<file path="src/rtl/urw_pkg.sv">
package urw_pkg;
  typedef enum logic {SW_IDLE = 1'b0, SW_RUN = 1'b1} sweep_state_e;
  localparam logic [7:0] FILL_BYTE = 8'hFF;
endpackage

</file>
<file path="src/rtl/urw_pin_edge.sv">
module urw_pin_edge (
  input  logic clk,
  input  logic rst_n,
  input  logic pin_n,
  output logic fall
);
  logic s1, s2, prev;
  always_ff @(posedge clk) begin
    if (!rst_n) begin
      s1   <= 1'b1;
      s2   <= 1'b1;
      prev <= 1'b1;
    end else begin
      s1   <= pin_n;
      s2   <= s1;
      prev <= s2;
    end
  end
  assign fall = prev & ~s2;
endmodule

</file>
<file path="src/rtl/urw_sweep.sv">
module urw_sweep
  import urw_pkg::*;
#(
  parameter int N_BYTES = 114,
  localparam int ADDR_W = $clog2(N_BYTES)
) (
  input  logic              clk,
  input  logic              rst_n,
  input  logic              start,
  output logic              busy,
  output logic [ADDR_W-1:0] addr,
  output logic              last
);
  localparam logic [ADDR_W-1:0] LAST_ADDR = ADDR_W'(N_BYTES - 1);
  sweep_state_e state;

  assign busy = (state == SW_RUN);
  assign last = busy && (addr == LAST_ADDR);

  always_ff @(posedge clk) begin
    if (!rst_n) begin
      state <= SW_IDLE;
      addr  <= '0;
    end else begin
      unique case (state)
        SW_IDLE: if (start) begin
          state <= SW_RUN;
          addr  <= '0;
        end
        SW_RUN: begin
          if (addr == LAST_ADDR) state <= SW_IDLE;
          else                   addr  <= addr + 1'b1;
        end
        default: state <= SW_IDLE;
      endcase
    end
  end
endmodule

</file>
<file path="src/rtl/urw_lock_timer.sv">
module urw_lock_timer #(
  parameter int REC_CYCLES = 130,
  localparam int CNT_W = $clog2(REC_CYCLES + 1)
) (
  input  logic clk,
  input  logic rst_n,
  input  logic load,
  output logic locked
);
  logic [CNT_W-1:0] cnt;
  always_ff @(posedge clk) begin
    if (!rst_n)          cnt <= '0;
    else if (load)       cnt <= CNT_W'(REC_CYCLES);
    else if (cnt != '0)  cnt <= cnt - 1'b1;
  end
  assign locked = (cnt != '0);
endmodule

</file>
<file path="src/rtl/urw_ram.sv">
module urw_ram
  import urw_pkg::*;
#(
  parameter int N_BYTES = 114,
  localparam int ADDR_W = $clog2(N_BYTES)
) (
  input  logic              clk,
  input  logic              rst_n,
  input  logic              fill_we,
  input  logic [ADDR_W-1:0] fill_addr,
  input  logic              bus_fire,
  input  logic              bus_we,
  input  logic [ADDR_W-1:0] bus_addr,
  input  logic [7:0]        bus_wdata,
  output logic              rd_valid,
  output logic [7:0]        rd_data
);
  logic [7:0] mem [N_BYTES];
  logic       in_range;

  assign in_range = (int'(bus_addr) < N_BYTES);

  always_ff @(posedge clk) begin
    if (fill_we)
      mem[fill_addr] <= FILL_BYTE;
    else if (bus_fire && bus_we && in_range)
      mem[bus_addr] <= bus_wdata;
  end

  always_ff @(posedge clk) begin
    if (!rst_n) begin
      rd_valid <= 1'b0;
      rd_data  <= '0;
    end else begin
      rd_valid <= bus_fire && !bus_we;
      if (bus_fire && !bus_we)
        rd_data <= in_range ? mem[bus_addr] : 8'h00;
    end
  end
endmodule

</file>
<file path="src/rtl/user_ram_wiper.sv">
module user_ram_wiper #(
  parameter int N_BYTES    = 114,
  parameter int REC_CYCLES = 130,
  localparam int ADDR_W    = $clog2(N_BYTES)
) (
  input  logic              clk,
  input  logic              rst_n,
  input  logic              clr_pin_n,
  input  logic              cfg_clr_en,
  input  logic              cfg_irq_en,
  input  logic              vcc_ok,
  input  logic              other_irq,
  input  logic              flag_clr,
  input  logic              req_valid,
  output logic              req_ready,
  input  logic              req_we,
  input  logic [ADDR_W-1:0] req_addr,
  input  logic [7:0]        req_wdata,
  output logic              rsp_valid,
  output logic [7:0]        rsp_data,
  output logic              done_flag,
  output logic              irq_n
);
  logic              pin_fall;
  logic              start;
  logic              sweep_busy;
  logic              sweep_last;
  logic [ADDR_W-1:0] sweep_addr;
  logic              lock_active;

  urw_pin_edge u_edge (
    .clk(clk), .rst_n(rst_n), .pin_n(clr_pin_n), .fall(pin_fall)
  );

  assign start = pin_fall && cfg_clr_en && !sweep_busy;

  urw_sweep #(.N_BYTES(N_BYTES)) u_sweep (
    .clk(clk), .rst_n(rst_n), .start(start),
    .busy(sweep_busy), .addr(sweep_addr), .last(sweep_last)
  );

  urw_lock_timer #(.REC_CYCLES(REC_CYCLES)) u_lock (
    .clk(clk), .rst_n(rst_n), .load(start), .locked(lock_active)
  );

  assign req_ready = !lock_active && !sweep_busy;

  urw_ram #(.N_BYTES(N_BYTES)) u_ram (
    .clk(clk), .rst_n(rst_n),
    .fill_we(sweep_busy), .fill_addr(sweep_addr),
    .bus_fire(req_valid && req_ready), .bus_we(req_we),
    .bus_addr(req_addr), .bus_wdata(req_wdata),
    .rd_valid(rsp_valid), .rd_data(rsp_data)
  );

  always_ff @(posedge clk) begin
    if (!rst_n)          done_flag <= 1'b0;
    else if (sweep_last) done_flag <= 1'b1;
    else if (flag_clr)   done_flag <= 1'b0;
  end

  assign irq_n = !((done_flag && cfg_irq_en && vcc_ok) || other_irq);
endmodule

</file>
<file path="config.mk">
export PLATFORM = sky130hd
export DESIGN_NAME = user_ram_wiper
export DESIGN_NICKNAME = d
export VERILOG_FILES = /design/src/rtl/urw_pkg.sv /design/src/rtl/urw_pin_edge.sv /design/src/rtl/urw_sweep.sv /design/src/rtl/urw_lock_timer.sv /design/src/rtl/urw_ram.sv /design/src/rtl/user_ram_wiper.sv
export SDC_FILE = /design/constraint.sdc
export NUM_CORES = 1
export LEC_CHECK = 0
export BUFFER_PORTS_ARGS = -buffer_cell sky130_fd_sc_hd__buf_2
export CELL_PAD_IN_SITES_DETAIL_PLACEMENT = 1
export CELL_PAD_IN_SITES_GLOBAL_PLACEMENT = 1
export CORE_MARGIN = 10
export CORE_UTILIZATION = 55
export DETAILED_ROUTE_END_ITERATION = 12
export MAX_ROUTING_LAYER = met4
export PLACE_DENSITY = 0.8
export REMOVE_ABC_BUFFERS = 1
export SYNTH_ARGS = -nofsm -noshare
export SYNTH_HDL_FRONTEND = slang
export SYNTH_SLANG_ARGS = --single-unit
</file>
<file path="constraint.sdc">
create_clock -name clk -period 4.4 [get_ports clk]
set_input_delay 0.22 -clock clk [delete_from_list [all_inputs] [get_ports clk]]
set_output_delay 0.22 -clock clk [all_outputs]
set_load 0.01 [all_outputs]
</file>
==> results of run 1 <==
==> synth_stat cells, types with 4 or more instances <==
master,instances,area share
or2_2,4,0.00067
clkbuf_1,50,0.0050
a31oi_2,7,0.0024
mux2i_1,136,0.037
and3_1,5,0.00084
dfxtp_1,29,0.016
nand3b_1,4,0.00081
buf_1,12,0.0012
mux2_2,19,0.0057
nor4_1,9,0.0015
nand2_1,45,0.0045
xnor2_1,6,0.0014
a221oi_1,18,0.0042
buf_4,22,0.0044
inv_1,5,0.00050
nand3_1,8,0.0011
nor3_1,15,0.0020
nor2_1,142,0.014
xor2_1,4,0.00094
a211oi_1,24,0.0048
edfxtp_1,912,0.74
mux4_2,166,0.10
a22o_1,11,0.0026
buf_2,18,0.0024
a21oi_1,50,0.0067
nor2b_1,15,0.0025
o21ai_0,7,0.00094
nand2b_1,27,0.0045
nand4_1,5,0.00084
ha_1,4,0.0013
a31oi_1,10,0.0017
a2111oi_0,13,0.0031
a22oi_1,28,0.0056
o221ai_1,25,0.0059
buf_6,13,0.0039
o22ai_1,27,0.0045
==> cell type report <==
| type | instances | area [um^2] |
|---|---|---|
| repair buffers | 133 | 1040 |
| flip-flops and latches | 941 | 28000 |
| inverters | 5 | 18.8 |
| fillers | 5533 | 25300 |
| clock buffers | 117 | 2460 |
| clock inverters | 53 | 546 |
| diodes | 7 | 17.5 |
| well taps | 873 | 1090 |
| multi-input cells | 866 | 8690 |
==> state kept, by name (all words and copies together), names as in the netlist, 7 cells and up <==
register       flops
u_lock.cnt         8
u_ram.mem        912
u_ram.rd_data      8
u_sweep.addr       7
==> timing repair <==
item | CTS | global route
hold buffers | 4 | 0
setup buffers | 0 | 0
endpoints found under the hold margin | 5 | 0
==> power groups by stage <==
stage	combinational, mW	clock [mW]	sequential [mW]
after floorplan	0.712	0	10.3
after global placement	1.34	0	10.2
after detailed placement	1.42	0	10.2
after CTS	1.44	8.01	10.0
after global routing	1.53	8.40	10.0
final	1.46	7.94	10.0
==> path summary, 6_finish.rpt <==
kind              cells past startpoint                  startpoint                          to  slack (ps)
setup / recovery                      8  u_lock.cnt[0]$_SDFFE_PP0P_  u_ram.mem[87][0]$_DFFE_PP_         560
hold / removal                        3                      req_we   u_ram.rd_valid$_SDFF_PN0_          40
setup reg to reg                      8  u_lock.cnt[0]$_SDFFE_PP0P_  u_ram.mem[87][0]$_DFFE_PP_         560
hold reg to reg                       1        u_edge.s1$_SDFF_PN1_        u_edge.s2$_SDFF_PN1_         430
==> critical path, delay by kind of cell (launching register included) <==
kind,cells,cell delay (ps)
AND/OR/NAND/NOR,1,520
AO/OA/AOI/OAI,4,1840
buffers and inverters,2,550
flip-flops,1,320
adder cells (fa/ha/maj),1,190
==> per-layer routing <==
metal	GRT usage	vias up	wire length (um)	part of all wire
met5	-	-	0	0
met4	0.119	0	4650	0.045
met2	0.428	1306	50900	0.49
met3	0.0529	286	8860	0.085
met1	0.351	10748	39600	0.38
li1	-	8174	-	-
==> logic make-up after synthesis <==
kind of cell    share of synthesized area
buf+inv                            0.0175
flops                               0.751
fa+ha+maj                         0.00134
xor+xnor                          0.00235
simple gates                       0.0365
mux                                 0.143
compound gates                     0.0481
==> metrics by stage <==
stage / power (mW) / hold slack (ps) / setup TNS [ps] / worst slack (ps) / cells
floorplan: 11.0 / 293 / -565960 / -621 / 1812
global placement: 11.6 / 391 / 0 / 767 / 2812
detailed placement: 11.7 / 420 / 0 / 623 / 2812
CTS: 19.5 / 6.23 / 0 / 561 / 2986
global route: 20.0 / 42.6 / 0 / 409 / 2993
finish: 19.4 / 35.3 / 0 / 560 / 2995
==> metrics, run 1 <==
post-layout util=0.623; Root Driver=clkbuf_16; post-synthesis sequential area ratio=0.751; Avg WL per Cell=34.7 um; Port Buffers=36; P_sw=4.39 mW; CP endpoint kind=register; Routed Wire Length=104 mm; most common cell after layout, fill and taps aside=edfxtp_1; post-place instance area=0.0388 mm^2; Top cell by count, worst path=a21oi_1; Netlist cell types=57; RSZ-0062 raised after global routing=no; Syn-to-layout area delta=12.4%; main flop type after synthesis=edfxtp_1; first-pass GRT wire length=152 mm; Mapped Area=0.0372 mm^2; Reg power frac=0.517; Inserted Clock Buffers=93; via/cell ratio=6.85; total track usage=0.274; internal power=15.0 mW; CTS tree=yes; Die Area=0.0785 mm^2; Sw Share=0.226; Clock transition at path regs=60 ps; Fin Clk Skew=40.4 ps; Final Cell Area=0.0418 mm^2; antenna violations before repair=5; Sink Count=941; num rows=95; Hold Vio Cnt, Final=0; final RePlAce weighted congestion=0.912; WS Path Type=register to register; largest net degree at the start of global routing=115; part of the power in the clock network=0.408; Max Clk Rate=260 MHz; crit path DAT=4090 ps; Max Slew Vio Count=0; startpoint class of the critical path=register; Chip Height=280 um; Iter 0 DRT Violations=2930; vias in the first global route=21303; Detailed Place HPWL=64.9 mm; clock latency on the worst-skew pair=660 ps; post-route ant nets=0; number of enable flip-flop cells after synthesis=912; CP max FO=28; 1st-pass router iterations=6; Max-slew headroom=0.197; worst endpoint required time=4650 ps; most used cells in the layout excluding fill and tap cells=edfxtp_1, mux4_2, nor2_1; Synth Area per Inst=19.3 um^2; total grt overflow=0; Seq cells post-synth=941; nets@finish=2069; Max VDD drop=0.000293 V; crit-path max cell delay=950 ps; Core Footprint=0.0672 mm^2; cell count after synthesis=1927; Slowest-stage cell, CP=a21oi_1; IO Pins=37; Via Count=20514; DIE WIDTH=280 um; YS warnings=0; post-CTS sizing=0; DR DRC count=0; period utilization=0.873; ys async rst share=0; H-tree Lvls=3; Leak=13.3 nW; Comb pwr share=0.075; # Max-Cap Violations=0; Starting Density=0.554; worst-path cell chain=inv_1 -> ha_1 -> or3b_2 -> a2111oi_4 -> buf_4 -> a21oi_1 -> a2bb2oi_2 -> a21oi_1; power per cell area=465 mW/mm^2; status=finished clean; number of setup violations in the final report=0; Worst Max-Slew Pin Slew=1200 ps; min Tclk post-route=3840 ps; HP Class=primary input to register; CTS Buffer Depth=3; share of cells above drive strength 1=0.229
(Power assumes the default switching activity.)
==> run 2, diff against run 1 <==
--- a/config.mk
+++ b/config.mk
@@ -13,7 +13,6 @@
 export DETAILED_ROUTE_END_ITERATION = 12
 export MAX_ROUTING_LAYER = met4
 export PLACE_DENSITY = 0.8
-export REMOVE_ABC_BUFFERS = 1
 export SYNTH_ARGS = -nofsm -noshare
 export SYNTH_HDL_FRONTEND = slang
 export SYNTH_SLANG_ARGS = --single-unit
==> metrics, run 2 (synthesized netlist as in run 1, its figures left out) <==
status=finished clean; Top cell by count, worst path=buf_4; Fin Clk Skew=31.2 ps (-9.17 ps); Max-slew headroom=0.144 (-0.0530); CTS Buffer Depth=3 (unchanged); first-pass GRT wire length=150 mm (-1.7%); total track usage=0.270 (-0.00441); startpoint class of the critical path=register; CP endpoint kind=register; Leak=13.3 nW (about the same); H-tree Lvls=3 (unchanged); Chip Height=280 um (unchanged); crit-path leading delay family=compound AO/OA/AOI/OAI gates; HP Class=primary input to register; via/cell ratio=6.76 (-1.3%); WP buf/inv=3 (+1); # Max-Cap Violations=0 (unchanged); Routed Wire Length=103 mm (-1.2%); crit path DAT=4000 ps (-90 ps); most used cells in the layout excluding fill and tap cells=edfxtp_1, mux4_2, nor2_1; Via Count=20209 (-1.5%); share of cells above drive strength 1=0.225 (-0.00372); Max Slew Vio Count=0 (unchanged); final RePlAce weighted congestion=0.938 (+2.9%); Clock transition at path regs=60 ps (about the same); Starting Density=0.554 (unchanged); Iter 0 DRT Violations=2619 (-11%); RSZ-0062 raised after global routing=no; post-route ant nets=0 (unchanged); DR DRC count=0 (unchanged); Mapped Nets=1956; nets@finish=2067 (-0.097%); Slowest-stage cell, CP=o21a_1; worst hold slack=127 ps (+91.7 ps); DIE WIDTH=280 um (unchanged); total grt overflow=0 (unchanged); post-CTS sizing=0 (unchanged); 1st-pass router iterations=5 (-1); num rows=95 (unchanged); Syn-to-layout area delta=12.3%; number of flip-flops in the largest register=912 (unchanged); WS Path Type=register to register; part of the power in the clock network=0.403 (-0.005); Avg WL per Cell=34.4 um (-1.0%); Worst Max-Slew Pin Slew=1250 ps (+47.1 ps); min Tclk post-route=3650 ps (-190 ps); Max VDD drop=0.000413 V (+41%); worst-path cell chain=inv_1 -> ha_1 -> or3b_2 -> a2111oi_4 -> buf_4 -> nand3_1 -> o21a_1 -> o21bai_1 -> nor2_1 -> buf_4; Core Footprint=0.0672 mm^2 (unchanged); Reg with most FFs=u_ram.mem; Hold Vio Cnt, Final=0 (unchanged); Comb pwr share=0.074 (about the same); number of post-CTS setup repair buffers=0 (unchanged); Root Driver=clkbuf_16; Detailed Place HPWL=63.1 mm (-2.9%); number of setup violations in the final report=0 (unchanged); Inserted Clock Buffers=93 (unchanged); vias in the first global route=20857 (-2.1%); most common cell after layout, fill and taps aside=edfxtp_1; CTS tree=yes; Port Buffers=36 (unchanged); worst endpoint required time=4750 ps (+100 ps); largest net degree at the start of global routing=115 (unchanged); IO Pins=37 (unchanged); biggest regs=u_ram.mem x912, u_lock.cnt x8, u_ram.rd_data x8; period utilization=0.830 (-0.0431); power per cell area=459 mW/mm^2 (-1.2%); Sink Count=941 (unchanged); CP max FO=10 (-64%); Max Clk Rate=274 MHz (+5.2%); Reg power frac=0.523 (+0.006); Die Area=0.0785 mm^2 (unchanged); clock latency on the worst-skew pair=670 ps (about the same); internal power=14.8 mW (-1.6%); P_sw=4.38 mW (-0.29%); setup tns final=0 ps (unchanged); crit-path max cell delay=510 ps (-440 ps); Sw Share=0.228 (+0.00229); antenna violations before repair=4 (-1)
run 2: cell types whose count changed in the layout (fill, tap and decap cells not counted), moves of 4 or more:
cell        delta
bufinv_16      -6
buf_4          -4
clkinv_2       -4
clkinvlp_4     -4
run 2: power groups by stage:
stage	clock network, mW	logic [mW]	registers, mW
after floorplan	0	0.852	10.2
after global placement	0	1.32	10.2
after detailed placement	0	1.40	10.2
after CTS	7.81	1.41	10.0
after global routing	8.16	1.50	10.0
final	7.73	1.42	10.0
run 2: stage by stage:
step	util	setup WS, ps	instances	instance area, um^2	total power [mW]
floorplan	-	766	1927	37200	11.1
global placement	0.578	879	2811	38800	11.5
detailed placement	0.578	810	2811	38800	11.6
CTS	0.622	813	2983	41800	19.3
global route	0.622	609	2986	41800	19.7
finish	0.622	750	2988	41800	19.2
run 2: metal layers:
metal,routed length [um],track usage,part of all wire,vias up
met3,8360,0.0488,0.081,241
li1,-,-,-,8149
met1,38400,0.341,0.37,10662
met4,3800,0.0859,0.037,0
met5,0,-,0,-
met2,52200,0.443,0.51,1157
run 2: layout make-up:
| type | count | area, um^2 |
|---|---|---|
| clock buffers | 124 | 2540 |
| well taps | 873 | 1090 |
| flip-flops and latches | 941 | 28000 |
| inverters | 5 | 18.8 |
| diodes | 5 | 12.5 |
| fillers | 5566 | 25400 |
| clock inverters | 43 | 402 |
| repair buffers | 131 | 1070 |
| multi-input cells | 866 | 8680 |
run 2: final timing paths:
check / start / endpoint / slack (ps) / depth (start not counted)
min reg2reg: u_edge.s1$_SDFF_PN1_ / u_edge.s2$_SDFF_PN1_ / 420 / 1
max reg2reg: u_lock.cnt[0]$_SDFFE_PP0P_ / u_ram.mem[47][5]$_DFFE_PP_ / 750 / 10
min: req_valid / u_ram.rd_valid$_SDFF_PN0_ / 130 / 3
max: u_lock.cnt[0]$_SDFFE_PP0P_ / u_ram.mem[47][5]$_DFFE_PP_ / 750 / 10
run 2: timing repair:
item                       4_1_cts  5_1_grt
setup endpoints to repair        0        0
hold endpoints to repair         5        0
hold buffers                     5        0
run 2: worst register-to-register path: cells and delay by family, from the launching register on:
kind	cells	cell delay, ps
AO/OA/AOI/OAI	3	1210
AND/OR/NAND/NOR	3	1030
buffers and inverters	3	620
flip-flops	1	310
adder cells (fa/ha/maj)	1	180
